## src/rtl/ivt_pkg.sv

```systemverilog
package ivt_pkg;
    localparam int unsigned DATA_W = 8;
    localparam int unsigned ADDR_W = 3;

    typedef enum logic [2:0] {
        SRC_D512 = 3'b000,
        SRC_D256 = 3'b001,
        SRC_D64  = 3'b010,
        SRC_D8   = 3'b011,
        SRC_D1   = 3'b100,
        SRC_SUB  = 3'b101,
        SRC_EXT  = 3'b110,
        SRC_OFF  = 3'b111
    } src_t;

    typedef enum logic {
        ST_HALT  = 1'b0,
        ST_COUNT = 1'b1
    } run_st_t;

    localparam logic [ADDR_W-1:0] AD_CTLA = 3'd0;
    localparam logic [ADDR_W-1:0] AD_CTLB = 3'd1;
    localparam logic [ADDR_W-1:0] AD_REFA = 3'd2;
    localparam logic [ADDR_W-1:0] AD_REFB = 3'd3;
    localparam logic [ADDR_W-1:0] AD_CNTA = 3'd4;
    localparam logic [ADDR_W-1:0] AD_CNTB = 3'd5;

    localparam int unsigned B_PEND = 0;
    localparam int unsigned B_EN   = 1;
    localparam int unsigned B_SRCL = 2;
    localparam int unsigned B_SRCH = 4;
    localparam int unsigned B_CLR  = 5;
    localparam int unsigned B_JOIN = 7;
endpackage

```

## src/rtl/ivt_sync.sv

```systemverilog
module ivt_sync #(
    parameter int unsigned STAGES = 2
) (
    input  logic clk,
    input  logic rst_n,
    input  logic async_in,
    output logic rise
);
    logic [STAGES:0] sh;

    always_ff @(posedge clk) begin
        if (!rst_n) sh <= '0;
        else        sh <= {sh[STAGES-1:0], async_in};
    end

    assign rise = sh[STAGES-1] & ~sh[STAGES];

    // a detected edge lasts exactly one cycle
    assert_single_tick_R8: assert property (@(posedge clk) disable iff (!rst_n)
        rise |=> !rise);
endmodule

```

## src/rtl/ivt_tick.sv

```systemverilog
module ivt_tick
    import ivt_pkg::*;
#(
    parameter int unsigned LOG_D512 = 9,
    parameter int unsigned LOG_D256 = 8,
    parameter int unsigned LOG_D64  = 6,
    parameter int unsigned LOG_D8   = 3
) (
    input  logic clk,
    input  logic rst_n,
    input  logic restart,
    input  src_t src,
    input  logic sub_rise,
    input  logic ext_rise,
    output logic tick
);
    localparam int unsigned PW = LOG_D512;

    logic [PW-1:0] pcnt;

    always_ff @(posedge clk) begin
        if (!rst_n)       pcnt <= '0;
        else if (restart) pcnt <= '0;
        else              pcnt <= pcnt + 1'b1;
    end

    always_comb begin
        unique case (src)
            SRC_D512: tick = &pcnt[LOG_D512-1:0];
            SRC_D256: tick = &pcnt[LOG_D256-1:0];
            SRC_D64:  tick = &pcnt[LOG_D64-1:0];
            SRC_D8:   tick = &pcnt[LOG_D8-1:0];
            SRC_D1:   tick = 1'b1;
            SRC_SUB:  tick = sub_rise;
            SRC_EXT:  tick = ext_rise;
            SRC_OFF:  tick = 1'b0;
        endcase
    end

    // a restart always starts a fresh prescaler phase
    assert_phase_reset_R2: assert property (@(posedge clk) disable iff (!rst_n)
        restart |=> (pcnt == '0));
endmodule

```

## src/rtl/ivt_run.sv

```systemverilog
module ivt_run
    import ivt_pkg::*;
(
    input  logic clk,
    input  logic rst_n,
    input  logic en,
    input  src_t src,
    output logic run
);
    run_st_t st, st_nx;

    always_ff @(posedge clk) begin
        if (!rst_n) st <= ST_HALT;
        else        st <= st_nx;
    end

    always_comb begin
        st_nx = st;
        unique case (st)
            ST_HALT:  if (en && src != SRC_OFF) st_nx = ST_COUNT;
            ST_COUNT: if (!en || src == SRC_OFF) st_nx = ST_HALT;
        endcase
    end

    always_comb run = (st == ST_COUNT);

    // a stopped source leaves the machine halted
    assert_halt_on_off_R9: assert property (@(posedge clk) disable iff (!rst_n)
        (src == SRC_OFF || !en) |=> !run);
endmodule

```

## src/rtl/ivt_cnt.sv

```systemverilog
module ivt_cnt #(
    parameter int unsigned W = 8
) (
    input  logic         clk,
    input  logic         rst_n,
    input  logic         step,
    input  logic         wipe,
    input  logic [W-1:0] ref_val,
    output logic [W-1:0] cnt,
    output logic         eq
);
    always_ff @(posedge clk) begin
        if (!rst_n)    cnt <= '0;
        else if (wipe) cnt <= '0;
        else if (step) cnt <= cnt + 1'b1;
    end

    assign eq = (cnt == ref_val);

    // without a step or a wipe the count holds
    assert_hold_R9: assert property (@(posedge clk) disable iff (!rst_n)
        (!step && !wipe) |=> $stable(cnt));
endmodule

```

## src/rtl/ivt_timer.sv

```systemverilog
module ivt_timer
    import ivt_pkg::*;
#(
    parameter int unsigned CW          = DATA_W,
    parameter int unsigned SYNC_STAGES = 2
) (
    input  logic              clk,
    input  logic              rst_n,
    input  logic [ADDR_W-1:0] reg_addr,
    input  logic              reg_wr,
    input  logic [CW-1:0]     reg_wdata,
    output logic [CW-1:0]     reg_rdata,
    input  logic              sub_clk,
    input  logic              ext_clk,
    output logic              irq_a,
    output logic              irq_b
);
    logic          joined;
    logic          en_a, en_b, pend_a, pend_b;
    src_t          src_a, src_b;
    logic [CW-1:0] ref_a, ref_b, cnt_a, cnt_b;

    logic wr_ctla, wr_ctlb, wr_refa, wr_refb;
    logic mode_flip, clr_a, clr_b;
    logic sub_rise, ext_rise, tick_a, tick_b, run_a, run_b;
    logic base_a, base_b, eq_a, eq_b, full_b;
    logic inc_a, inc_b, wipe_a, wipe_b, match_a, match_b;

    assign wr_ctla = reg_wr && (reg_addr == AD_CTLA);
    assign wr_ctlb = reg_wr && (reg_addr == AD_CTLB);
    assign wr_refa = reg_wr && (reg_addr == AD_REFA);
    assign wr_refb = reg_wr && (reg_addr == AD_REFB);

    assign mode_flip = wr_ctla && (reg_wdata[B_JOIN] != joined);
    assign clr_a = (wr_ctla && reg_wdata[B_CLR]) || mode_flip;
    assign clr_b = (wr_ctlb && reg_wdata[B_CLR] && !joined) || mode_flip
                 || (joined && wr_ctla && reg_wdata[B_CLR]);

    ivt_sync #(.STAGES(SYNC_STAGES)) u_sync_sub (
        .clk(clk), .rst_n(rst_n), .async_in(sub_clk), .rise(sub_rise));
    ivt_sync #(.STAGES(SYNC_STAGES)) u_sync_ext (
        .clk(clk), .rst_n(rst_n), .async_in(ext_clk), .rise(ext_rise));

    ivt_tick u_tick_a (
        .clk(clk), .rst_n(rst_n), .restart(clr_a), .src(src_a),
        .sub_rise(sub_rise), .ext_rise(ext_rise), .tick(tick_a));
    ivt_tick u_tick_b (
        .clk(clk), .rst_n(rst_n), .restart(clr_b), .src(src_b),
        .sub_rise(sub_rise), .ext_rise(ext_rise), .tick(tick_b));

    ivt_run u_run_a (.clk(clk), .rst_n(rst_n), .en(en_a), .src(src_a), .run(run_a));
    ivt_run u_run_b (.clk(clk), .rst_n(rst_n), .en(en_b), .src(src_b), .run(run_b));

    assign base_a = tick_a & run_a;
    assign base_b = tick_b & run_b;
    assign full_b = &cnt_b;

    always_comb begin
        if (joined) begin
            match_a = base_a && eq_a && eq_b && !clr_a;
            match_b = 1'b0;
            inc_b   = base_a;
            inc_a   = base_a && full_b;
            wipe_a  = clr_a || match_a;
            wipe_b  = clr_b || match_a;
        end else begin
            match_a = base_a && eq_a && !clr_a;
            match_b = base_b && eq_b && !clr_b;
            inc_a   = base_a;
            inc_b   = base_b;
            wipe_a  = clr_a || match_a;
            wipe_b  = clr_b || match_b;
        end
    end

    ivt_cnt #(.W(CW)) u_cnt_a (
        .clk(clk), .rst_n(rst_n), .step(inc_a), .wipe(wipe_a),
        .ref_val(ref_a), .cnt(cnt_a), .eq(eq_a));
    ivt_cnt #(.W(CW)) u_cnt_b (
        .clk(clk), .rst_n(rst_n), .step(inc_b), .wipe(wipe_b),
        .ref_val(ref_b), .cnt(cnt_b), .eq(eq_b));

    always_ff @(posedge clk) begin
        if (!rst_n) begin
            joined <= 1'b0;
            en_a   <= 1'b0;
            en_b   <= 1'b0;
            src_a  <= SRC_D512;
            src_b  <= SRC_D512;
            pend_a <= 1'b0;
            pend_b <= 1'b0;
            ref_a  <= '0;
            ref_b  <= '0;
        end else begin
            if (match_a)                           pend_a <= 1'b1;
            else if (wr_ctla && !reg_wdata[B_PEND]) pend_a <= 1'b0;
            if (match_b)                           pend_b <= 1'b1;
            else if (wr_ctlb && !reg_wdata[B_PEND]) pend_b <= 1'b0;
            if (wr_ctla) begin
                joined <= reg_wdata[B_JOIN];
                en_a   <= reg_wdata[B_EN];
                src_a  <= src_t'(reg_wdata[B_SRCH:B_SRCL]);
            end
            if (wr_ctlb) begin
                en_b  <= reg_wdata[B_EN];
                src_b <= src_t'(reg_wdata[B_SRCH:B_SRCL]);
            end
            if (wr_refa) ref_a <= reg_wdata;
            if (wr_refb) ref_b <= reg_wdata;
        end
    end

    always_comb begin
        reg_rdata = '0;
        case (reg_addr)
            AD_CTLA: begin
                reg_rdata[B_PEND]        = pend_a;
                reg_rdata[B_EN]          = en_a;
                reg_rdata[B_SRCH:B_SRCL] = src_a;
                reg_rdata[B_JOIN]        = joined;
            end
            AD_CTLB: begin
                reg_rdata[B_PEND]        = pend_b;
                reg_rdata[B_EN]          = en_b;
                reg_rdata[B_SRCH:B_SRCL] = src_b;
            end
            AD_REFA: reg_rdata = ref_a;
            AD_REFB: reg_rdata = ref_b;
            AD_CNTA: reg_rdata = cnt_a;
            AD_CNTB: reg_rdata = cnt_b;
            default: reg_rdata = '0;
        endcase
    end

    assign irq_a = pend_a;
    assign irq_b = pend_b;

    // a match leaves the flag set
    assert_match_sets_pend_R4: assert property (@(posedge clk) disable iff (!rst_n)
        match_a |=> pend_a);
    // only a write of 0 may clear the flag
    assert_pend_sticky_R5: assert property (@(posedge clk) disable iff (!rst_n)
        (pend_a && !(wr_ctla && !reg_wdata[B_PEND])) |=> pend_a);
    // half B never raises its flag while joined
    assert_joined_b_quiet_R6: assert property (@(posedge clk) disable iff (!rst_n)
        (joined && !pend_b) |=> !pend_b);
    // a clear write leaves count A at zero
    assert_clear_zeroes_R10: assert property (@(posedge clk) disable iff (!rst_n)
        (wr_ctla && reg_wdata[B_CLR]) |=> (cnt_a == '0));
endmodule

```

## config.mk

```make
export PLATFORM = sky130hd
export DESIGN_NAME = ivt_timer
export DESIGN_NICKNAME = d
export VERILOG_FILES = /design/src/rtl/ivt_pkg.sv /design/src/rtl/ivt_sync.sv /design/src/rtl/ivt_tick.sv /design/src/rtl/ivt_run.sv /design/src/rtl/ivt_cnt.sv /design/src/rtl/ivt_timer.sv
export SDC_FILE = /design/constraint.sdc
export NUM_CORES = 1
export LEC_CHECK = 0
export CAP_MARGIN = 30
export CORE_MARGIN = 2
export CORE_UTILIZATION = 59
export CTS_CLUSTER_DIAMETER = 50
export DETAILED_ROUTE_END_ITERATION = 6
export PLACE_DENSITY_LB_ADDON = 0.1
export SLEW_MARGIN = 20
export SYNTH_ARGS = -nofsm -noshare
export SYNTH_HDL_FRONTEND = slang
export SYNTH_SLANG_ARGS = --single-unit
```

## constraint.sdc

```tcl
create_clock -name clk -period 2.6 [get_ports clk]
set_clock_uncertainty 0.05 [all_clocks]
set_input_delay 0.52 -clock clk [delete_from_list [all_inputs] [get_ports clk]]
set_output_delay 0.52 -clock clk [all_outputs]
set_load 0.1 [all_outputs]
```

After elaboration in Yosys (flattened, before gate mapping)
Index checks and enable logic that the tools add are counted.
{"block": "word_totals", "reg_bits": 69, "output_inout_bits": 10, "elab_cells": 129}
{"block": "classes", "addsub": 4, "n_eq_ne": 24, "n_mux": 21, "n_bitwise": 9, "reduce_logical": 54}
{"cell": "== test 3 bit, second input constant", "n": 10}
{"cell": "case mux 5 bit (6 select lines)", "n": 1}
{"cell": "AND reduction 8 bit", "n": 3}
{"cell": "logical AND 1 bit", "n": 21}
{"cell": "adder 9 x 1 -> 9 bit, second input constant", "n": 2}
{"cell": "== test 3 x 2 -> 1 bit, second input constant", "n": 6}
{"cell": "AND reduction 9 bit", "n": 2}
{"cell": "adder 8 x 1 -> 8 bit, second input constant", "n": 2}
{"cell": "== test 8 bit", "n": 2}
{"cell": "case mux 1 bit (8 select lines)", "n": 2}
{"cell": "two-way mux 1 bit", "n": 14}
{"cell": "AND reduction 6 bit", "n": 2}
{"cell": "== test 3 x 1 -> 1 bit, second input constant", "n": 3}
{"cell": "logical NOT 3 bit", "n": 3}
{"cell": "logical OR 1 bit", "n": 9}
{"cell": "case mux 2 bit (4 select lines)", "n": 1}
{"cell": "OR reduction 2 bit", "n": 4}
{"cell": "logical NOT 1 bit", "n": 6}
{"cell": "inequality test 3 bit, second input constant", "n": 2}
{"cell": "AND reduction 3 bit", "n": 2}
{"cell": "NOT 1 bit", "n": 5}
{"cell": "case mux 1 bit (5 select lines)", "n": 1}
{"cell": "AND 1 bit", "n": 4}
{"cell": "case mux 1 bit (2 select lines)", "n": 2}
{"cell": "other kinds (2)", "n": 3}

Logic depth before layout (Yosys ltp)
{"block": "logic_depth", "depth_word": 11, "ltp_mapped": 11, "ltp_nobuf": 10}

Hierarchy
Synthesis repeated with hierarchy kept, for this count alone.
{"block": "unflattened", "hier_cells": 405, "area_unflattened_um2": 3565.9}
{"mod": "ivt_timer", "n_inst": 1, "cells_each": 187, "area_per_inst_um2": 1571.5, "seq_area_each_um2": 540.5}
{"mod": "ivt_tick", "n_inst": 2, "cells_each": 49, "area_per_inst_um2": 440.4, "seq_area_each_um2": 180.2}
{"mod": "ivt_cnt", "n_inst": 2, "cells_each": 50, "area_per_inst_um2": 434.2, "seq_area_each_um2": 160.2}
{"mod": "ivt_sync", "n_inst": 2, "cells_each": 7, "area_per_inst_um2": 92.6, "seq_area_each_um2": 60.1}
{"mod": "ivt_run", "n_inst": 2, "cells_each": 3, "area_per_inst_um2": 30.0, "seq_area_each_um2": 20.0}

Worst setup path after synthesis
No wires, ideal clock.
{"block": "synth_timing", "path_type": "in2out", "startpoint": "input reg_addr[1]", "endpoint": "output reg_rdata[2]", "arrival_ns": 3.334, "setup_slack_ns": -1.304, "stages": 6, "cell_sequence": "buf_6 -> clkbuf_1 -> mux2i_1 -> nor2_1 -> a31oi_1 -> o21ai_0"}
{"block": "synth_between", "elab_chain_cells": 2, "word_cells_on_any_way": 7, "classes_between": "5 x eq/ne; 1 x mux; 1 x reduce/logical"}
{"item": "start, declared", "line_no": "ivt_timer.sv:9", "text": "input logic [ADDR_W-1:0] reg_addr,"}
{"item": "== test 3 bit, or another cell as far along", "line_no": "ivt_timer.sv:115", "text": "case (reg_addr)"}
{"item": "case mux 5 bit (6 select lines) (*)", "line_no": "ivt_timer.sv:115"}
{"item": "end, declared", "line_no": "ivt_timer.sv:12", "text": "output logic [CW-1:0] reg_rdata,"}
Mark *: on every way between the ends. The rest lies on a longest branch, timed or not.

Final worst setup path
{"block": "layout_timing", "startpoint": "input reg_addr[0]", "endpoint": "output reg_rdata[7]"}
{"block": "layout_between", "elab_chain_cells": 2, "word_cells_on_any_way": 6, "classes_between": "4 x eq/ne; 1 x mux; 1 x reduce/logical"}
{"item": "== test 3 bit, or another cell as far along", "line_no": "ivt_timer.sv:115"}
{"item": "case mux 1 bit (5 select lines) (*)", "line_no": "ivt_timer.sv:115"}
Marked as above.

==> reports/results.tsv <==
stage	metric	value	unit
routing	initial drt markers	197	
routing	Via Count	3288	
routing	Vias/cell	5.957	
yosys	Synth warnings	0	
cells_and_area	Final nets	499	
yosys	synthesized flop and latch total	69	
timing	hold slack final	0.3897	ns
setup_path	CP endpoint kind	output pin	
setup_path	cell repeated most along the worst path	buf_12	
die	die outline width	82.29	microns
timing	final setup vio count	0	
clock_network	# H-tree levels	3	
clock_network	Clock Latency Late Sink	0.35	ns
hold_path	Hold Path Class	reg2reg	
timing	Setup TNS	0	ns
clock_network	Clock Tree Root	clkbuf_8	
power_and_ir_drop	standby leakage power	1.614	nW
placement	dpl cell area	4228	sq um
yosys	Top FF cell, synth	dfxtp_1	
yosys	Post-Syn Area	3616	sq um
yosys	post-synthesis mux area share	2.941	%
grt	number of global-route vias before repair	2958	
setup_path	crit path kind	in2out	
yosys	post-synthesis cell count	428	
timing	final hold vios	0	
placement	Post-Place Cells	539	
setup_path	R2R Path Start	u_tick_b.pcnt[1]	
placement	port bufs	25	
setup_path	CP max stage delay	0.31	ns
hold_path	HP Start	u_sync_sub.sh[0]	
power_and_ir_drop	power density over the cells	476.9	nW/um^2
die	chip height	82.29	microns
placement	RePlAce Congestion	0.9617	
yosys	Synth Area in Adders	2.768	%
yosys	cell taking the most area after synthesis	dfxtp_1	
routing	drc violations	0	
yosys	Post-synth EDFFs	0	
timing	worst rel slew slack	52.10	%
setup_path	crit-path cells	dlygate4sd2_1 -> buf_12 -> and3_1 -> a22o_1 -> a221o_1 -> buf_12	
routing	Routed Antenna Nets	0	
cells_and_area	most common library cell in the layout ignoring fill and taps	dfxtp_1	
cells_and_area	Final Util	75.08	%
setup_path	CP max stage cell	a221o_1	
setup_path	Critical Path RT	2.03	ns
power_and_ir_drop	total chip power	2.120	mW
die	num rows	28	
routing	final WL	9.207	mm
yosys	largest cells by area after synthesis	dfxtp_1 (38%), nand2_1 (6.3%), a21boi_0 (5.2%)	
yosys	Distinct cells, synth	57	
grt	largest net degree at the start of global routing	41	
die	area of the core	5921	sq um
timing	Final Cycle Share	93.71	%
clock_network	postcts setup bufs	0	
placement	Place WS	-0.07813	ns
yosys	Mapped Nets	452	
die	initial core utilization	61.07	%
timing	final setup margin	0.1636	ns
setup_path	Setup crit start	reg_addr[0]	
yosys	sequential share of the synthesized area	38.20	%
cells_and_area	Antenna Cells	0	
routing	WL/cell	16.68	microns
yosys	xor and xnor area share after synthesis	7.751	%
timing	f_max	410.4	MHz
cells_and_area	fillers	477	
cells_and_area	share of cells above drive strength 1	19.50	%
grt	grt ovf	0	
die	Die ar.	6771	sq um
status	status	finished clean	
cells_and_area	Syn-to-layout area delta	22.94	%
yosys	Post-synth ARST share	0	%
timing	Slew Limit Fails	0	
timing	RSZ-0062 raised after global routing	false	
power_and_ir_drop	Max VDD drop	419.3	uV
yosys	compound-gate portion of the synthesized area	19.20	%
grt	GR Util All Layers	28.59	%
cells_and_area	commonest cells after routing, fill and taps aside	dfxtp_1 (68), nand2_1 (61), nor2_1 (39)	
die	# IOs	26	
yosys	syn_area_per_cell	8.449	sq um
routing	drt pass-1 iters	5	
clock_network	worst-case clock buffer depth	2	
timing	Tmin final	2.436	ns
grt	first-pass GRT wire length	14.26	mm
grt	antenna violations before repair	0	
placement	Final HPWL DP	6.703	mm
setup_path	Setup crit start kind	input port	
setup_path	Data arrival, critical path	1.87	ns
cells_and_area	Final Cell Area	4446	sq um
timing	Worst Tran Pin Value	0.7109	ns
yosys	Simple-Gate Fraction of Synth Area	25.02	%
yosys	top-area cell type share of the netlist area	38.20	%
yosys	largest family of logic cells by synthesized area	simple AND/OR/NAND/NOR gates	
clock_network	CTS Buf Count	9	
setup_path	CP Max Fanout	14	
clock_network	total clock sinks	69	
job	maxcap violations	0	
cells_and_area	Non-Filler Instances	552	
clock_network	Reg clk slew, reported paths	0.07	ns
clock_network	CTS tree	done	
flip-flops by register name (all words and copies together), names as in the netlist, 3 cells and up:
name,cells
u_tick_b.pcnt,9
u_sync_sub.sh,3
u_cnt_a.cnt,8
ref_a,8
src_a,3
u_sync_ext.sh,3
u_tick_a.pcnt,9
ref_b,8
src_b,3
u_cnt_b.cnt,8
final cells by class:
cell class | count | area, sq um | share of cell area (%)
Clock inverter | 1 | 7.507 | 0.1689
Inverter | 12 | 45.04 | 1.013
Tap cell | 75 | 93.84 | 2.111
Sequential cell | 69 | 1383 | 31.10
Timing Repair Buffer | 54 | 568.0 | 12.78
Clock buffer | 12 | 165.2 | 3.715
Multi-Input combinational cell | 329 | 2183 | 49.11
final timing paths:
path	end	slack (ns)	cells past startpoint
hold / removal	u_sync_sub.sh[1]	0.39	1
hold reg to reg	u_sync_sub.sh[1]	0.39	1
setup / recovery	reg_rdata[7]	0.16	6
setup reg to reg	u_cnt_b.cnt[3]	0.21	10
cell usage after synthesis, types with 2 or more instances:
library cell	count
nor3_1	9
buf_2	5
a22oi_1	7
xnor2_1	17
nor2_1	41
mux2_2	5
inv_1	11
nor4_1	3
clkbuf_1	9
mux2i_1	5
buf_6	4
a31oi_1	8
or2_2	2
dfxtp_1	69
nand3_1	24
nor2b_1	3
nor2_2	2
xor2_1	15
a21o_1	2
nand3b_1	2
a21oi_1	7
o211ai_1	2
o22ai_1	4
a21boi_0	25
ha_1	8
and3_1	7
a221oi_1	2
nand4_1	7
nand2b_1	2
and2_1	7
or3_1	7
nand2_1	61
o21ai_0	16
a21oi_2	7
timing repair:
| item | 4_1_cts | 5_1_grt |
|---|---|---|
| endpoints found under the setup margin | 6 | 5 |
| hold buffers | 0 | 0 |
| gates resized for setup | 10 | 3 |
cell families (layout without fill, tap and decap cells):
logic type                 count (synthesis)  count (layout)
adders and majority gates                  8               8
AOI/OAI and AO/OA                         94              94
xor gates and xnor gates                  32              32
and+or+nand+nor                          185             185
DFF                                       69              69
muxes                                     10              10
buffers and inverters                     30              79
worst max-delay path, delay by kind of cell:
family / cells / cell delay [ns]
buffers and inverters: 3 / 0.61
AOI/OAI and AO/OA: 2 / 0.54
and+or+nand+nor: 1 / 0.19
per-layer routing:
metal / vias up / routed length [microns] / global-route usage [%]
met5: - / 0 / 0
met4: 0 / 264 / 15.17
met3: 23 / 540 / 4.348
met2: 119 / 4314 / 46.13
met1: 1550 / 4088 / 36.77
li1: 1596 / - / -
report_power, final:
part / switching (mW) / internal [mW]
clock network: 0.378 / 0.408
registers: 0.0218 / 1.08
logic: 0.133 / 0.101
Power figures use the tool's default switching activity.
